### src/rtl/pwm_pkg.sv
// Shared types for the push-pull PWM generator.
// Assumes: nothing beyond IEEE 1800-2017 packages.
package pwm_pkg;
    // Which drive output receives the pulse of the current period.
    typedef enum logic {
        SIDE_A = 1'b0,
        SIDE_B = 1'b1
    } side_e;
endpackage

### src/rtl/pwm_ramp.sv
// Free-running ramp counter for the PWM generator.
// Counts 0..PERIOD-1 and wraps. Flags the last clock of the period and the
// blanking window (last BLANK clocks).
// Assumes: 0 < BLANK < PERIOD <= 2**CNT_W.
module pwm_ramp #(
    parameter int CNT_W  = 10,
    parameter int PERIOD = 1000,
    parameter int BLANK  = 40
) (
    input  logic             clk,
    input  logic             rst_n,
    output logic [CNT_W-1:0] cnt,
    output logic             wrap,
    output logic             blank
);
    localparam logic [CNT_W-1:0] LAST = CNT_W'(PERIOD - 1);
    localparam logic [CNT_W-1:0] ACT  = CNT_W'(PERIOD - BLANK);

    logic [CNT_W-1:0] cnt_q;

    // Ramp: advance each clock, return to zero after the last count.
    always_ff @(posedge clk) begin
        if (!rst_n)
            cnt_q <= '0;
        else if (cnt_q == LAST)
            cnt_q <= '0;
        else
            cnt_q <= cnt_q + 1'b1;
    end

    assign cnt   = cnt_q;
    assign wrap  = (cnt_q == LAST);
    assign blank = (cnt_q >= ACT);

    // ramp stays inside its period.
    a_r1_cnt_range: assert property (@(posedge clk) disable iff (!rst_n)
        cnt_q <= LAST);
    // the count after the last one is zero.
    a_r1_wrap_zero: assert property (@(posedge clk) disable iff (!rst_n)
        wrap |=> (cnt_q == '0));
endmodule

### src/rtl/pwm_softstart.sv
// Soft-start limit generator.
// The limit rises by one every SS_DIV clocks and saturates at TOP. Reset and
// shutdown hold it, and its divider, at zero.
// Assumes: SS_DIV >= 1, TOP < 2**CNT_W.
module pwm_softstart #(
    parameter int CNT_W  = 10,
    parameter int TOP    = 960,
    parameter int SS_DIV = 64
) (
    input  logic             clk,
    input  logic             rst_n,
    input  logic             shdn,
    output logic [CNT_W-1:0] lim
);
    localparam int DIV_W = (SS_DIV > 1) ? $clog2(SS_DIV) : 1;
    localparam logic [DIV_W-1:0] DIV_LAST = DIV_W'(SS_DIV - 1);
    localparam logic [CNT_W-1:0] LIM_TOP  = CNT_W'(TOP);

    logic [DIV_W-1:0] div_q;
    logic [CNT_W-1:0] ss_q;

    // Divider and limit: step the limit on each divider rollover until saturated.
    always_ff @(posedge clk) begin
        if (!rst_n || shdn) begin
            div_q <= '0;
            ss_q  <= '0;
        end else if (div_q == DIV_LAST) begin
            div_q <= '0;
            if (ss_q < LIM_TOP)
                ss_q <= ss_q + 1'b1;
        end else begin
            div_q <= div_q + 1'b1;
        end
    end

    assign lim = ss_q;

    // the limit never passes the unblanked length.
    a_r8_ss_cap: assert property (@(posedge clk) disable iff (!rst_n)
        ss_q <= LIM_TOP);
    // outside shutdown the limit moves up by at most one per clock.
    a_r8_ss_step: assert property (@(posedge clk) disable iff (!rst_n)
        !shdn |=> (ss_q == $past(ss_q) || ss_q == $past(ss_q) + 1'b1));
    // shutdown discharges the limit.
    a_r9_ss_clear: assert property (@(posedge clk) disable iff (!rst_n)
        shdn |=> (ss_q == '0));
endmodule

### src/rtl/pwm_pulse.sv
// Per-period pulse latch.
// On the last clock of a period, the duty value is sampled as
// min(ctrl, soft-start limit, ACTIVE) and the latch is armed when that value
// is non-zero. The comparator (ramp reaching the sampled value) ends the
// pulse. After that the latch stays off until the next period.
// Assumes: cnt/wrap/blank come from pwm_ramp with the same parameters.
module pwm_pulse #(
    parameter int CNT_W  = 10,
    parameter int ACTIVE = 960
) (
    input  logic             clk,
    input  logic             rst_n,
    input  logic [CNT_W-1:0] cnt,
    input  logic             wrap,
    input  logic             blank,
    input  logic [CNT_W-1:0] ctrl,
    input  logic [CNT_W-1:0] lim,
    output logic             on
);
    localparam logic [CNT_W-1:0] ACT = CNT_W'(ACTIVE);

    logic [CNT_W-1:0] lvl;
    logic [CNT_W-1:0] duty_q;
    logic [CNT_W:0]   cnt_nx;
    logic             on_q;

    // Applied duty: smallest of command, soft-start limit and unblanked length.
    always_comb begin
        lvl = ctrl;
        if (lim < lvl) lvl = lim;
        if (ACT < lvl) lvl = ACT;
    end

    assign cnt_nx = {1'b0, cnt} + 1'b1;

    // Latch: arm at period start, end when the next ramp value reaches the duty.
    always_ff @(posedge clk) begin
        if (!rst_n) begin
            duty_q <= '0;
            on_q   <= 1'b0;
        end else if (wrap) begin
            duty_q <= lvl;
            on_q   <= (lvl != '0);
        end else if (on_q && (cnt_nx >= {1'b0, duty_q})) begin
            on_q   <= 1'b0;
        end
    end

    assign on = on_q;

    // no pulse inside the blanking window.
    a_r2_blank_low: assert property (@(posedge clk) disable iff (!rst_n)
        blank |-> !on_q);
    // once off inside a period, the latch stays off until the period ends.
    a_r4_one_pulse: assert property (@(posedge clk) disable iff (!rst_n)
        (!on_q && !wrap) |=> !on_q);
    // the sampled duty moves only at the period boundary.
    a_r3_duty_hold: assert property (@(posedge clk) disable iff (!rst_n)
        !wrap |=> $stable(duty_q));
    // a zero command yields an idle next period.
    a_r10_zero_idle: assert property (@(posedge clk) disable iff (!rst_n)
        (wrap && ctrl == '0) |=> !on_q);
endmodule

### src/rtl/pwm_steer.sv
// Pulse steering and output gating.
// A toggle flip-flop flips at every period boundary and selects out_a or out_b
// for the pulse. Shutdown gates both outputs combinationally.
// Assumes: on is the registered pulse from pwm_pulse.
module pwm_steer
    import pwm_pkg::*;
(
    input  logic clk,
    input  logic rst_n,
    input  logic wrap,
    input  logic on,
    input  logic shdn,
    output logic out_a,
    output logic out_b,
    output logic out_or
);
    side_e side_q;
    logic  drive;

    // Steering flip-flop: alternate the target output every period.
    always_ff @(posedge clk) begin
        if (!rst_n)
            side_q <= SIDE_A;
        else if (wrap)
            side_q <= (side_q == SIDE_A) ? SIDE_B : SIDE_A;
    end

    assign drive  = on & ~shdn;
    assign out_a  = drive & (side_q == SIDE_A);
    assign out_b  = drive & (side_q == SIDE_B);
    assign out_or = out_a | out_b;

    // the steering flips at each period boundary.
    a_r5_toggle: assert property (@(posedge clk) disable iff (!rst_n)
        wrap |=> (side_q != $past(side_q)));
    // and only there.
    a_r5_hold: assert property (@(posedge clk) disable iff (!rst_n)
        !wrap |=> $stable(side_q));
    // both push-pull outputs never overlap.
    a_r5_exclusive: assert property (@(posedge clk) disable iff (!rst_n)
        $onehot0({out_a, out_b}));
endmodule

### src/rtl/pp_pwm_top.sv
// Push-pull PWM generator top.
// Ties the ramp, soft start, pulse latch and steering together.
// Assumes: 0 < BLANK < PERIOD <= 2**CNT_W, SS_DIV >= 1, ctrl synchronous to clk.
module pp_pwm_top #(
    parameter int CNT_W  = 10,
    parameter int PERIOD = 1000,
    parameter int BLANK  = 40,
    parameter int SS_DIV = 64
) (
    input  logic             clk,
    input  logic             rst_n,
    input  logic             shdn,
    input  logic [CNT_W-1:0] ctrl,
    output logic             out_a,
    output logic             out_b,
    output logic             out_or
);
    localparam int ACTIVE = PERIOD - BLANK;

    logic [CNT_W-1:0] cnt;
    logic             wrap;
    logic             blank;
    logic [CNT_W-1:0] lim;
    logic             on;

    pwm_ramp #(.CNT_W(CNT_W), .PERIOD(PERIOD), .BLANK(BLANK)) u_ramp (
        .clk(clk), .rst_n(rst_n), .cnt(cnt), .wrap(wrap), .blank(blank));

    pwm_softstart #(.CNT_W(CNT_W), .TOP(ACTIVE), .SS_DIV(SS_DIV)) u_ss (
        .clk(clk), .rst_n(rst_n), .shdn(shdn), .lim(lim));

    pwm_pulse #(.CNT_W(CNT_W), .ACTIVE(ACTIVE)) u_pulse (
        .clk(clk), .rst_n(rst_n), .cnt(cnt), .wrap(wrap), .blank(blank),
        .ctrl(ctrl), .lim(lim), .on(on));

    pwm_steer u_steer (
        .clk(clk), .rst_n(rst_n), .wrap(wrap), .on(on), .shdn(shdn),
        .out_a(out_a), .out_b(out_b), .out_or(out_or));

    // shutdown keeps the combined drive quiet.
    a_r7_shdn_quiet: assert property (@(posedge clk) disable iff (!rst_n)
        shdn |-> !out_or);
    // the combined output is low during blanking.
    a_r2_or_blank: assert property (@(posedge clk) disable iff (!rst_n)
        blank |-> !out_or);
endmodule

### config.mk
export PLATFORM = sky130hd
export DESIGN_NAME = pp_pwm_top
export DESIGN_NICKNAME = d
export VERILOG_FILES = /design/src/rtl/pwm_pkg.sv /design/src/rtl/pwm_ramp.sv /design/src/rtl/pwm_softstart.sv /design/src/rtl/pwm_pulse.sv /design/src/rtl/pwm_steer.sv /design/src/rtl/pp_pwm_top.sv
export SDC_FILE = /design/constraint.sdc
export NUM_CORES = 1
export LEC_CHECK = 0
export BUFFER_PORTS_ARGS = -buffer_cell sky130_fd_sc_hd__buf_2
export CAP_MARGIN = 10
export CORE_ASPECT_RATIO = 1.2
export CORE_MARGIN = 1
export CORE_UTILIZATION = 34
export DETAILED_ROUTE_END_ITERATION = 10
export HOLD_SLACK_MARGIN = 0.06
export SLEW_MARGIN = 5
export SYNTH_ARGS = -nofsm -noshare
export SYNTH_HDL_FRONTEND = slang
export SYNTH_SLANG_ARGS = --single-unit
### constraint.sdc
create_clock -name clk -period 2.65 [get_ports clk]
set_input_delay 0.3975 -clock clk [delete_from_list [all_inputs] [get_ports clk]]
set_output_delay 0.3975 -clock clk [all_outputs]
set_load 0.01 [all_outputs]
## After elaboration in Yosys (flattened, before gate mapping)

Index checks and enable logic that the tools add are counted.

| storage, ports and cells | value |
|---|---|
| register bits | 38 |
| input port bits | 13 |
| output and inout bits | 3 |
| word-level logic and storage cells | 36 |

| cells by class | value |
|---|---|
| add/subtract/negate cells | 4 |
| order comparisons | 4 |
| equal/unequal tests | 2 |
| mux-type cells | 5 |
| bitwise logic cells | 7 |
| reductions and logical operators | 8 |

Operator list:

| kind | number |
|---|---|
| 10-bit by 1-bit adder with 10-bit output, second input constant | 2 |
| 10-bit two-way mux | 2 |
| 10-bit by 1-bit adder with 11-bit output, second input constant | 1 |
| 11-bit by 10-bit >= comparator with 1-bit output | 1 |
| 10-bit equality test, second input constant | 1 |
| 10-bit less-than comparator | 1 |
| 10-bit less-than comparator, first input constant | 1 |
| 10-bit less-than comparator, second input constant | 1 |
| 10-bit nonzero test | 1 |
| 6-bit by 1-bit adder with 6-bit output, second input constant | 1 |
| 6-bit equality test, second input constant | 1 |
| 2-bit OR reduction | 2 |
| 1-bit AND | 3 |
| 1-bit two-way mux | 3 |
| 1-bit NOT | 3 |
| 2-bit AND reduction | 1 |
| 2-bit nonzero test | 1 |
| 1-bit logical AND | 1 |
| 1-bit logical NOT | 1 |
| 1-bit logical OR | 1 |
| 1-bit bitwise OR | 1 |

## Longest topological paths before layout

Gate-level depths: netlist (run 1).

| logic depth | value |
|---|---|
| word-level depth | 6 |
| gate-level depth with buffers | 10 |
| gate-level depth less buffers | 10 |

## Hierarchy

A second synthesis (run 1) with hierarchy kept.

| unflattened totals | value |
|---|---|
| cell total of the unflattened synthesis | 291 |
| area, all modules | 2436.1 um2 |

By module, submodules not included:

| module | times used | cells each | area an instance (um2) | sequential area each (um2) |
|---|---|---|---|---|
| pwm_pulse | 1 | 156 | 1222.4 | 220.2 |
| pwm_softstart | 1 | 78 | 695.7 | 320.3 |
| pwm_ramp | 1 | 51 | 452.9 | 200.2 |
| pwm_steer | 1 | 6 | 65.1 | 20.0 |

## Least setup slack after synthesis (run 1)

Ideal clock, no wire load.

| timing | value |
|---|---|
| path kind | register to register |
| from | reg u_ramp.cnt_q[2] (netlist: u_ramp.cnt[2]) |
| to | reg u_pulse.on_q (netlist: u_pulse.on) |
| setup time | 0.066 ns |
| arrival | 2.046 ns |
| data required time | 2.584 ns |
| path slack | 0.538 ns |
| stages on the path, launching flop included | 9 |
| buffers on the path | 0 |
| clock period less this slack | 2.112 ns |
| cell sequence | dfxtp_1 nand3_1 nor2_1 xor2_1 ha_1 a2111oi_0 a31oi_1 o32a_1 a21oi_2 |

| between the ends | value |
|---|---|
| longest elaborated chain between the ends | 4 |
| elaborated cells on any way between the ends | 6 |
| classes of those cells | add/sub: 1; order compare: 1; eq/ne: 1; mux: 1; reduce/logical: 2 |

Ends and longest elaborated chain:

| element | line | text |
|---|---|---|
| start: declaration | pwm_ramp.sv:19 | `logic [CNT_W-1:0] cnt_q;` |
| start signal: assignment | pwm_ramp.sv:28 | `cnt_q <= cnt_q + 1'b1;` |
| 10-bit by 1-bit adder with 11-bit output | pwm_pulse.sv:34 | `assign cnt_nx = {1'b0, cnt} + 1'b1;` |
| named net u_pulse.cnt_nx[5] | pwm_pulse.sv:24 | `logic [CNT_W:0] cnt_nx;` |
| 11-bit by 10-bit >= comparator with 1-bit output | pwm_pulse.sv:44 | `end else if (on_q && (cnt_nx >= {1'b0, duty_q})) begin` |
| 1-bit logical AND | pwm_pulse.sv:44 |  |
| 2-bit nonzero test (no source line) | -- |  |
| end signal: assignment | pwm_pulse.sv:43 | `on_q <= (lvl != '0);` |
| end: declaration | pwm_pulse.sv:25 | `logic on_q;` |

The timed path passes the listed nets, and every way through them passes these cells.
A chain may end at the register's enable or synchronous reset.

## Worst setup path in the final report (run 1)

| timing | value |
|---|---|
| from | reg u_ramp.cnt_q[0] (netlist: u_ramp.cnt[0]) |
| to | reg u_pulse.on_q (netlist: u_pulse.on) |

Same word-level chain as after synthesis.

==> qor.csv, run 1 <==
metric,value,unit
fin nets,304,
synth top area cells,"dfxtp_1 35%, ha_1 13%, xor2_1 4.1%, nand3_1 3.9%, nor2_1 3.7%",
vias per cell,5.07,
worst skew pair latency,290,ps
worst slew pin tran,591,ps
syn nets,289,
Core Footprint,0.00609,mm²
IO Pins,16,
Yosys cell types,40,
Syn Area/Cell,8.50,µm²
clock sinks,38,
fmax,425,MHz
clk buf depth,2,
Levels on crit path,10,
ys flop type,dfxtp_1,
Slew headroom,60.5,%
CP Launch Type,register,
post-layout total power,1.13,mW
xor-xnor portion of the synthesized cell area,7.71,%
Compound-Gate Fraction of Synth Area,14.6,%
"Slew Viols, Final",0,
Initial Util,35.5,%
largest area contributor in the netlist,dfxtp_1,
most frequent cell after synthesis,dfxtp_1,
final hold slack,400,ps
DRT iter0 DRCs,55,
Pwr per Cell Area,469,mW/mm²
final worst slack,299,ps
initial antenna violation count,0,
Detailed Place HPWL,3500,µm
# setup viols final,0,
Critical Setup Path Class,reg -> reg,
DIE AREA,0.00668,mm²
ys async rst share,0,%
Leakage,1.01,nW
final WL,4520,µm
CTS tree,yes,
Crit-path slowest cell,dfxtp_1,
mux cell area share after synthesis,0.927,%
setup TNS,0,ps
Buf/Inv on CP,0,
diode count,0,
reg2reg path depth,10,
CP max FO,5,
crit path time final,2350,ps
total number of vias,1786,
Remaining DRCs,0,
Final Hold Viols,0,
share of the synthesized area in the top cell type,35.2,%
post-synthesis cell area,0.00216,mm²
drt pass-1 iters,4,
count of input and output buffers,15,
largest net degree at the start of global routing,23,
post-route ant nets,0,
Die Y,89.3,µm
Fillers,648,
register area share after synthesis,35.2,%
Row Count,31,
largest family of logic cells by synthesized area,simple AND/OR/NAND/NOR gates,
Top Family by Delay on Critical Path,compound AO/OA/AOI/OAI gates,
number of synthesized flops with an enable pin,0,
critical path endpoint category,register,
clock slew at reported path FFs,80,ps
#FFs+latches synth,38,
GPL Wtd Cong,0.767,
VDD IR max,0.249,mV
all-layer global routing usage,15.5,%
area delta synth->final,11.7,%
Tcrit/Tclk final,88.7,%
simple-gate share of the synthesized area,23.4,%
first-pass GRT wire length,7760,µm
# H-tree levels,2,
post-CTS sizing,0,
synthesized instance count,254,
post-DR wirelength/cell,12.8,µm
max cap viols,0,
proportion of layout cells with a drive suffix above 1,11.1,%
CTS root buf,clkbuf_8,
Place WS,312,ps
gr ovfl total,0,
setup bufs post-CTS,0,
"Top cell by count, worst path",ha_1,
critical path cell sequence,"ha_1, nand2_2, nor2_1, xor2_1, ha_1, o21a_1, o211ai_1, a31oi_1, o32a_1, a21oi_2",
Worst Hold Class,in -> reg,
required time worst endpoint,2880,ps
Post-synth top cells,"38 x dfxtp_1, 22 x ha_1, 21 x nor2_1, 20 x inv_1",
CP peak stage delay,410,ps
Hold Crit Depth,3,
status,"finished, final reports clean",
die width,74.8,µm
Hold Buf Count CTS,0,
vias in the first global route,1729,
CTS buffer count,5,
worst path arrival time,2580,ps
Clock Skew,5.81,ps
Yosys Warn Count,0,
area share of fa/ha/maj cells after synthesis,12.7,%
RSZ-0062 raised after global routing,false,
[metal layers]
layer / up-vias / GRT usage (%) / wire (µm)
met5: - / 0 / 0
met2: 19 / 27.3 / 2270
li1: 932 / - / -
met3: 8 / 3.83 / 119
met1: 827 / 18.2 / 2050
met4: 0 / 5.49 / 81
[registers in the layout, indices dropped and copies added, names as in the netlist]
signal / flops
u_pulse.duty_q: 10
u_pulse.on: 1
u_ramp.cnt: 10
u_ss.div_q: 6
u_ss.lim: 10
u_steer.side_q: 1
[power by group]
group	leakage [nW]	total, mW	switching, mW	internal [mW]
Combinational	0.641	0.0680	0.0405	0.0275
Sequential	0.307	0.581	0.00526	0.576
Clock	0.0579	0.481	0.204	0.277
Total	1.01	1.13	0.250	0.880
[path summary, 6_finish.rpt]
kind,startpoint,endpoint,slack [ps]
setup reg to reg,u_ramp.cnt[0]$_SDFF_PP0_,u_pulse.on$_SDFFE_PN0P_,300
setup / recovery,u_ramp.cnt[0]$_SDFF_PP0_,u_pulse.on$_SDFFE_PN0P_,300
hold / removal,ctrl[0],u_pulse.duty_q[0]$_SDFFE_PN0P_,400
hold reg to reg,u_ss.div_q[0]$_SDFF_PP0_,u_ss.div_q[0]$_SDFF_PP0_,460
[placed cells by master (no fill, tap or decap), drive strengths merged]
master / instances
a311oi: 4
xnor2: 9
nand4: 6
o21a: 1
xor2: 10
o21ai: 12
nor2b: 6
a211o: 1
nand2b: 2
and2: 1
a2111oi: 1
or3: 2
o21bai: 1
a41o: 1
dfxtp: 38
a211oi: 9
nor3b: 1
nor2: 22
buf: 16
or2: 1
mux2i: 2
nor3: 5
or4b: 1
inv: 20
o32a: 1
nor4: 4
a21oi: 11
nand3: 17
bufinv: 1
clkbuf: 5
o211ai: 3
ha: 22
and3: 11
a31oi: 3
nand2: 18
clkinv: 2
[stage by stage]
step / area, µm² / cells / utilization (%)
3_5_place_dp: 2300 / 344 / 37.8
6_report: 2410 / 352 / 39.6
3_3_place_gp: 2300 / 344 / 37.8
2_1_floorplan: 2160 / 254 / -
5_1_grt: 2410 / 352 / 39.6
4_1_cts: 2410 / 352 / 39.6
[layout make-up]
type	instances	area [µm²]	area share [%]
Sequential cell	38	761	31.5
Inverter	20	75.1	3.11
Clock inverter	3	40.0	1.66
Clock buffer	5	68.8	2.85
Multi-Input combinational cell	188	1280	53.2
Tap cell	82	103	4.25
Timing Repair Buffer	16	82.6	3.42
[worst register-to-register path, stage by stage, from the launching register on]
cell	delay (ps)
dfxtp_1	410
ha_1	260
nand2_2	90
nor2_1	180
xor2_1	220
ha_1	260
o21a_1	170
o211ai_1	190
a31oi_1	70
o32a_1	370
a21oi_2	90
[cell families after synthesis]
logic type | after synthesis
AND/OR/NAND/NOR | 97
AO/OA/AOI/OAI | 48
flip-flops | 38
buffers and inverters | 28
adder cells (fa/ha/maj) | 22
XOR/XNOR | 19
multiplexers | 2
(Power assumes the default switching activity.)
==> run 2: changes to the inputs <==
--- a/config.mk
+++ b/config.mk
@@ -7,9 +7,8 @@
 export LEC_CHECK = 0
 export BUFFER_PORTS_ARGS = -buffer_cell sky130_fd_sc_hd__buf_2
 export CAP_MARGIN = 10
-export CORE_ASPECT_RATIO = 1.2
 export CORE_MARGIN = 1
-export CORE_UTILIZATION = 34
+export CORE_UTILIZATION = 23
 export DETAILED_ROUTE_END_ITERATION = 10
 export HOLD_SLACK_MARGIN = 0.06
 export SLEW_MARGIN = 5
==> run 2 against run 1 <==
Core utilization is 12 points lower; register-to-register slack worse by 50 ps; highest routed layer unchanged; total power is 8.4% lower; critical endpoint unchanged.
==> qor.csv, run 2 (synthesized netlist as in run 1, its figures left out) <==
metric,value,unit
status,"finished, final reports clean",
# H-tree levels,2,
first-pass GRT wire length,7850,µm
CP Launch Type,register,
Worst Hold Class,in -> reg,
worst path arrival time,2620,ps
required time worst endpoint,2870,ps
vias in the first global route,1815,
Detailed Place HPWL,3480,µm
setup TNS,0,ps
"most common cell after layout, fill and taps aside",dfxtp_1,
Buf/Inv on CP,0,
max cap viols,0,
RSZ-0062 raised after global routing,false,
Hold Buf Count CTS,0,
clk buf depth,2,
fin util,27.2,%
Die Y,98.9,µm
Tcrit/Tclk final,90.7,%
Initial Util,24.3,%
CTS buffer count,5,
IO Pins,16,
total number of vias,1785,
CTS root buf,clkbuf_8,
critical path cell sequence,"ha_1, nand2_2, nor2_1, xor2_1, ha_1, o21a_1, o211ai_1, a31oi_1, o32a_1, a21oi_2",
area occupied by multi-input gates,0.00128,mm²
Top Family by Delay on Critical Path,compound AO/OA/AOI/OAI gates,
DIE AREA,0.00978,mm²
worst slew pin tran,515,ps
gr ovfl total,0,
Pwr per Cell Area,428,mW/mm²
most frequent cells in the layout,"38 x dfxtp_1, 22 x ha_1, 21 x nor2_1, 20 x inv_1",
Row Count,34,
# setup viols final,0,
worst r2r src,u_ramp.cnt[0]$_SDFF_PP0_,
Final Hold Viols,0,
placed cell areas,0.00234,mm²
vias per cell,4.75,
GPL Wtd Cong,0.746,
Fillers,940,
"Slew Viols, Final",0,
"Top cell by count, worst path",ha_1,
crit path to,u_pulse.on$_SDFFE_PN0P_,
critical path endpoint category,register,
Slew headroom,65.6,%
VDD IR max,0.224,mV
post-route ant nets,0,
Core Footprint,0.00889,mm²
final hold slack,409,ps
Place WS,292,ps
final worst slack,246,ps
Clock Skew,5.65,ps
DRT iter0 DRCs,81,
drt pass-1 iters,4,
CTS tree,yes,
diode count,0,
crit path launch,u_ramp.cnt[0]$_SDFF_PP0_,
fmax,416,MHz
crit path time final,2400,ps
final instance area,0.00242,mm²
CP peak stage delay,410,ps
reg2reg path depth,10,
CP max FO,5,
reg2reg setup slack,250,ps
die width,98.9,µm
final WL,4580,µm
Levels on crit path,10,
worst r2r dst,u_pulse.on$_SDFFE_PN0P_,
Leakage,0.991,nW
Remaining DRCs,0,
worst skew pair latency,280,ps
Crit-path slowest cell,dfxtp_1,
largest net degree at the start of global routing,23,
clock slew at reported path FFs,70,ps
Critical Setup Path Class,reg -> reg,
all-layer global routing usage,9.98,%
area delta synth->final,12.1,%
clock sinks,38,
Seq. cell area,761,µm²
proportion of layout cells with a drive suffix above 1,10.4,%
post-DR wirelength/cell,12.2,µm
fin nets,304,
initial antenna violation count,0,
count of input and output buffers,15,
## run 2: cell count changes in the layout (fill, tap and decap cells not counted)
cell       delta
a2111oi_0     -1
a2111oi_1     +1
bufinv_16     -1
clkbuf_8      +1
clkinv_2      -2
## run 2: final cells by class
class	instances	share of cell area, %
Clock buffer	6	3.41
Inverter	20	3.10
Multi-Input combinational cell	188	53.1
Sequential cell	38	31.4
Tap cell	108	5.58
Timing Repair Buffer	16	3.41
## run 2: routing by layer
metal | vias up | global-route usage [%] | wire (µm)
met5 | - | 0 | 0
met4 | 0 | 3.79 | 27
met3 | 3 | 2.34 | 101
met2 | 14 | 17.6 | 2240
met1 | 835 | 11.7 | 2210
li1 | 933 | - | -
## run 2: report_power, final
group          switching (mW)  internal (mW)  leakage [nW]
Combinational          0.0392         0.0278         0.641
Sequential            0.00504          0.576         0.307
Clock                   0.187          0.201        0.0431
Total                   0.232          0.805         0.991
## run 2: tightest hold or removal path, stage by stage
cell	delay, ps
buf_2	110
nand3_1	70
o211ai_1	80
## run 2: worst min path at each step
| stage | slack, ps | depth (start not counted) | start | endpoint |
|---|---|---|---|---|
| after floorplan | 420 | 1 | u_ss.div_q[0]$_SDFF_PP0_ | u_ss.div_q[0]$_SDFF_PP0_ |
| after global placement | 430 | 1 | u_ss.div_q[0]$_SDFF_PP0_ | u_ss.div_q[0]$_SDFF_PP0_ |
| after detailed placement | 440 | 1 | u_ss.div_q[0]$_SDFF_PP0_ | u_ss.div_q[0]$_SDFF_PP0_ |
| after CTS | 400 | 3 | ctrl[5] | u_pulse.duty_q[5]$_SDFFE_PN0P_ |
| after global routing | 420 | 3 | ctrl[5] | u_pulse.duty_q[5]$_SDFFE_PN0P_ |
| final | 410 | 3 | ctrl[5] | u_pulse.duty_q[5]$_SDFFE_PN0P_ |
## run 2: per-stage QoR
stage | std cells | power, mW
finish | 376 | 1.04
CTS | 376 | 1.05
detailed placement | 370 | 0.663
global placement | 370 | 0.661
global route | 376 | 1.09
floorplan | 254 | 0.636
## run 2: repair_timing
action | 4_1_cts | 5_1_grt
buffers inserted | 0 | 0
gates resized for setup | 0 | 1
endpoints found under the setup margin | 0 | 1
==> run 3: changes to the inputs <==
==> constraint.sdc (replaced) <==
create_clock -name clk -period 2.65 [get_ports clk]
set_input_delay 0.1325 -clock clk [delete_from_list [all_inputs] [get_ports clk]]
set_output_delay 0.1325 -clock clk [all_outputs]
set_load 0.01 [all_outputs]
==> run 3 against run 2 <==
Final area fell by 0.62%; sequential cell count did not move; combinational power rose by 0.6%; highest routed layer unchanged; largest power group unchanged.
==> qor.csv, run 3 (synthesized netlist as in run 1, its figures left out) <==
metric,value,unit
total number of vias,1791,
Pwr per Cell Area,424,mW/mm²
first-pass GRT wire length,8480,µm
Tcrit/Tclk final,88.9,%
Critical Setup Path Class,reg -> reg,
GPL Wtd Cong,0.759,
vias per cell,4.76,
CTS buffer count,5,
clk buf depth,2,
metal3 WL,119,µm
max cap viols,0,
vias in the first global route,1858,
final instance area,0.00240,mm²
post-route ant nets,0,
Die Y,98.9,µm
area delta synth->final,11.4,%
initial antenna violation count,0,
setup bufs post-CTS,0,
worst slew pin tran,632,ps
Reg power frac,57.0,%
worst skew pair latency,290,ps
Row Count,34,
CP Launch Type,register,
RSZ-0062 raised after global routing,false,
routed length on met2,2360,µm
wl on met1,2280,µm
VDD IR max,0.295,mV
DRT iter0 DRCs,92,
worst path arrival time,2590,ps
Slew headroom,57.8,%
design internal power,0.785,mW
placed cell areas,0.00233,mm²
Core Footprint,0.00889,mm²
uppermost layer routed,met4,
Fillers,951,
"Slew Viols, Final",0,
IO Pins,16,
Leakage,0.981,nW
clock sinks,38,
all-layer global routing usage,10.8,%
setup TNS,0,ps
drt pass-1 iters,4,
die width,98.9,µm
# setup viols final,0,
fmax,425,MHz
DIE AREA,0.00978,mm²
clock slew at reported path FFs,70,ps
proportion of layout cells with a drive suffix above 1,9.70,%
Hold Buf Count CTS,0,
Remaining DRCs,0,
gr ovfl total,0,
Detailed Place HPWL,3660,µm
switch share,23.0,%
CTS root buf,clkbuf_8,
CTS tree,yes,
Clock Skew,6.57,ps
"most common cell after layout, fill and taps aside",dfxtp_1,
post-CTS sizing,0,
Final Hold Viols,0,
Initial Util,24.3,%
post-DR wirelength/cell,12.8,µm
CP max FO,5,
diode count,0,
Clk pwr share,36.4,%
count of input and output buffers,15,
status,"finished, final reports clean",
critical path endpoint category,register,
NetSw,0.235,mW
crit path time final,2360,ps
final WL,4820,µm
Worst Hold Class,in -> reg,
most frequent cells in the layout,"38 x dfxtp_1, 22 x ha_1, 21 x nor2_1, 20 x inv_1",
fin nets,303,
largest net degree at the start of global routing,23,
# H-tree levels,2,
combinational share of power,6.6,%
required time worst endpoint,2880,ps
fin util,27.0,%
-- run 3: layout make-up --
class,instances,area [µm²],share of cell area (%)
clock buffer,7,76.3,3.17
inverter,20,75.1,3.12
multi-input combinational,188,1280,53.3
sequential,38,761,31.6
tap,108,135,5.62
timing repair buffer,15,75.1,3.12
-- run 3: worst max-delay path, cell delays in order, from the launching register on --
cell	delay, ps
dfxtp_1	400
nand3_1	140
nor2_1	240
xor2_1	220
ha_1	290
a2111oi_0	420
a31oi_1	140
o32a_1	370
a21oi_2	100
-- run 3: worst paths after layout --
kind	from	endpoint	slack (ps)	depth (start not counted)
setup / recovery	u_ramp.cnt[2]$_SDFF_PP0_	u_pulse.on$_SDFFE_PN0P_	290	8
setup reg to reg	u_ramp.cnt[2]$_SDFF_PP0_	u_pulse.on$_SDFFE_PN0P_	290	8
hold reg to reg	u_ss.div_q[0]$_SDFF_PP0_	u_ss.div_q[0]$_SDFF_PP0_	450	1
hold / removal	ctrl[5]	u_pulse.duty_q[5]$_SDFFE_PN0P_	150	3
-- run 3: layer usage --
| layer | global-route usage [%] | vias up |
|---|---|---|
| met5 | 0 | - |
| met4 | 4.25 | 0 |
| met3 | 2.20 | 7 |
| met2 | 19.5 | 23 |
| met1 | 12.6 | 838 |
| li1 | - | 923 |
-- run 3: per-stage QoR --
stage / power [mW] / hold WS [ps] / worst slack, ps / std cells
finish: 1.02 / 148 / 294 / 376
global route: 1.07 / 157 / 60.0 / 376
CTS: 1.03 / 144 / 321 / 376
detailed placement: 0.664 / 438 / 326 / 369
global placement: 0.661 / 431 / 404 / 369
floorplan: 0.636 / 283 / 538 / 254
-- run 3: power groups by stage --
| stage | sequential [mW] | combinational, mW | clock (mW) |
|---|---|---|---|
| 2_1_floorplan | 0.593 | 0.0430 | 0 |
| 3_3_place_gp | 0.594 | 0.0668 | 0 |
| 3_5_place_dp | 0.595 | 0.0689 | 0 |
| 4_1_cts | 0.582 | 0.0690 | 0.382 |
| 5_1_grt | 0.582 | 0.0794 | 0.412 |
| 6_report | 0.582 | 0.0674 | 0.371 |
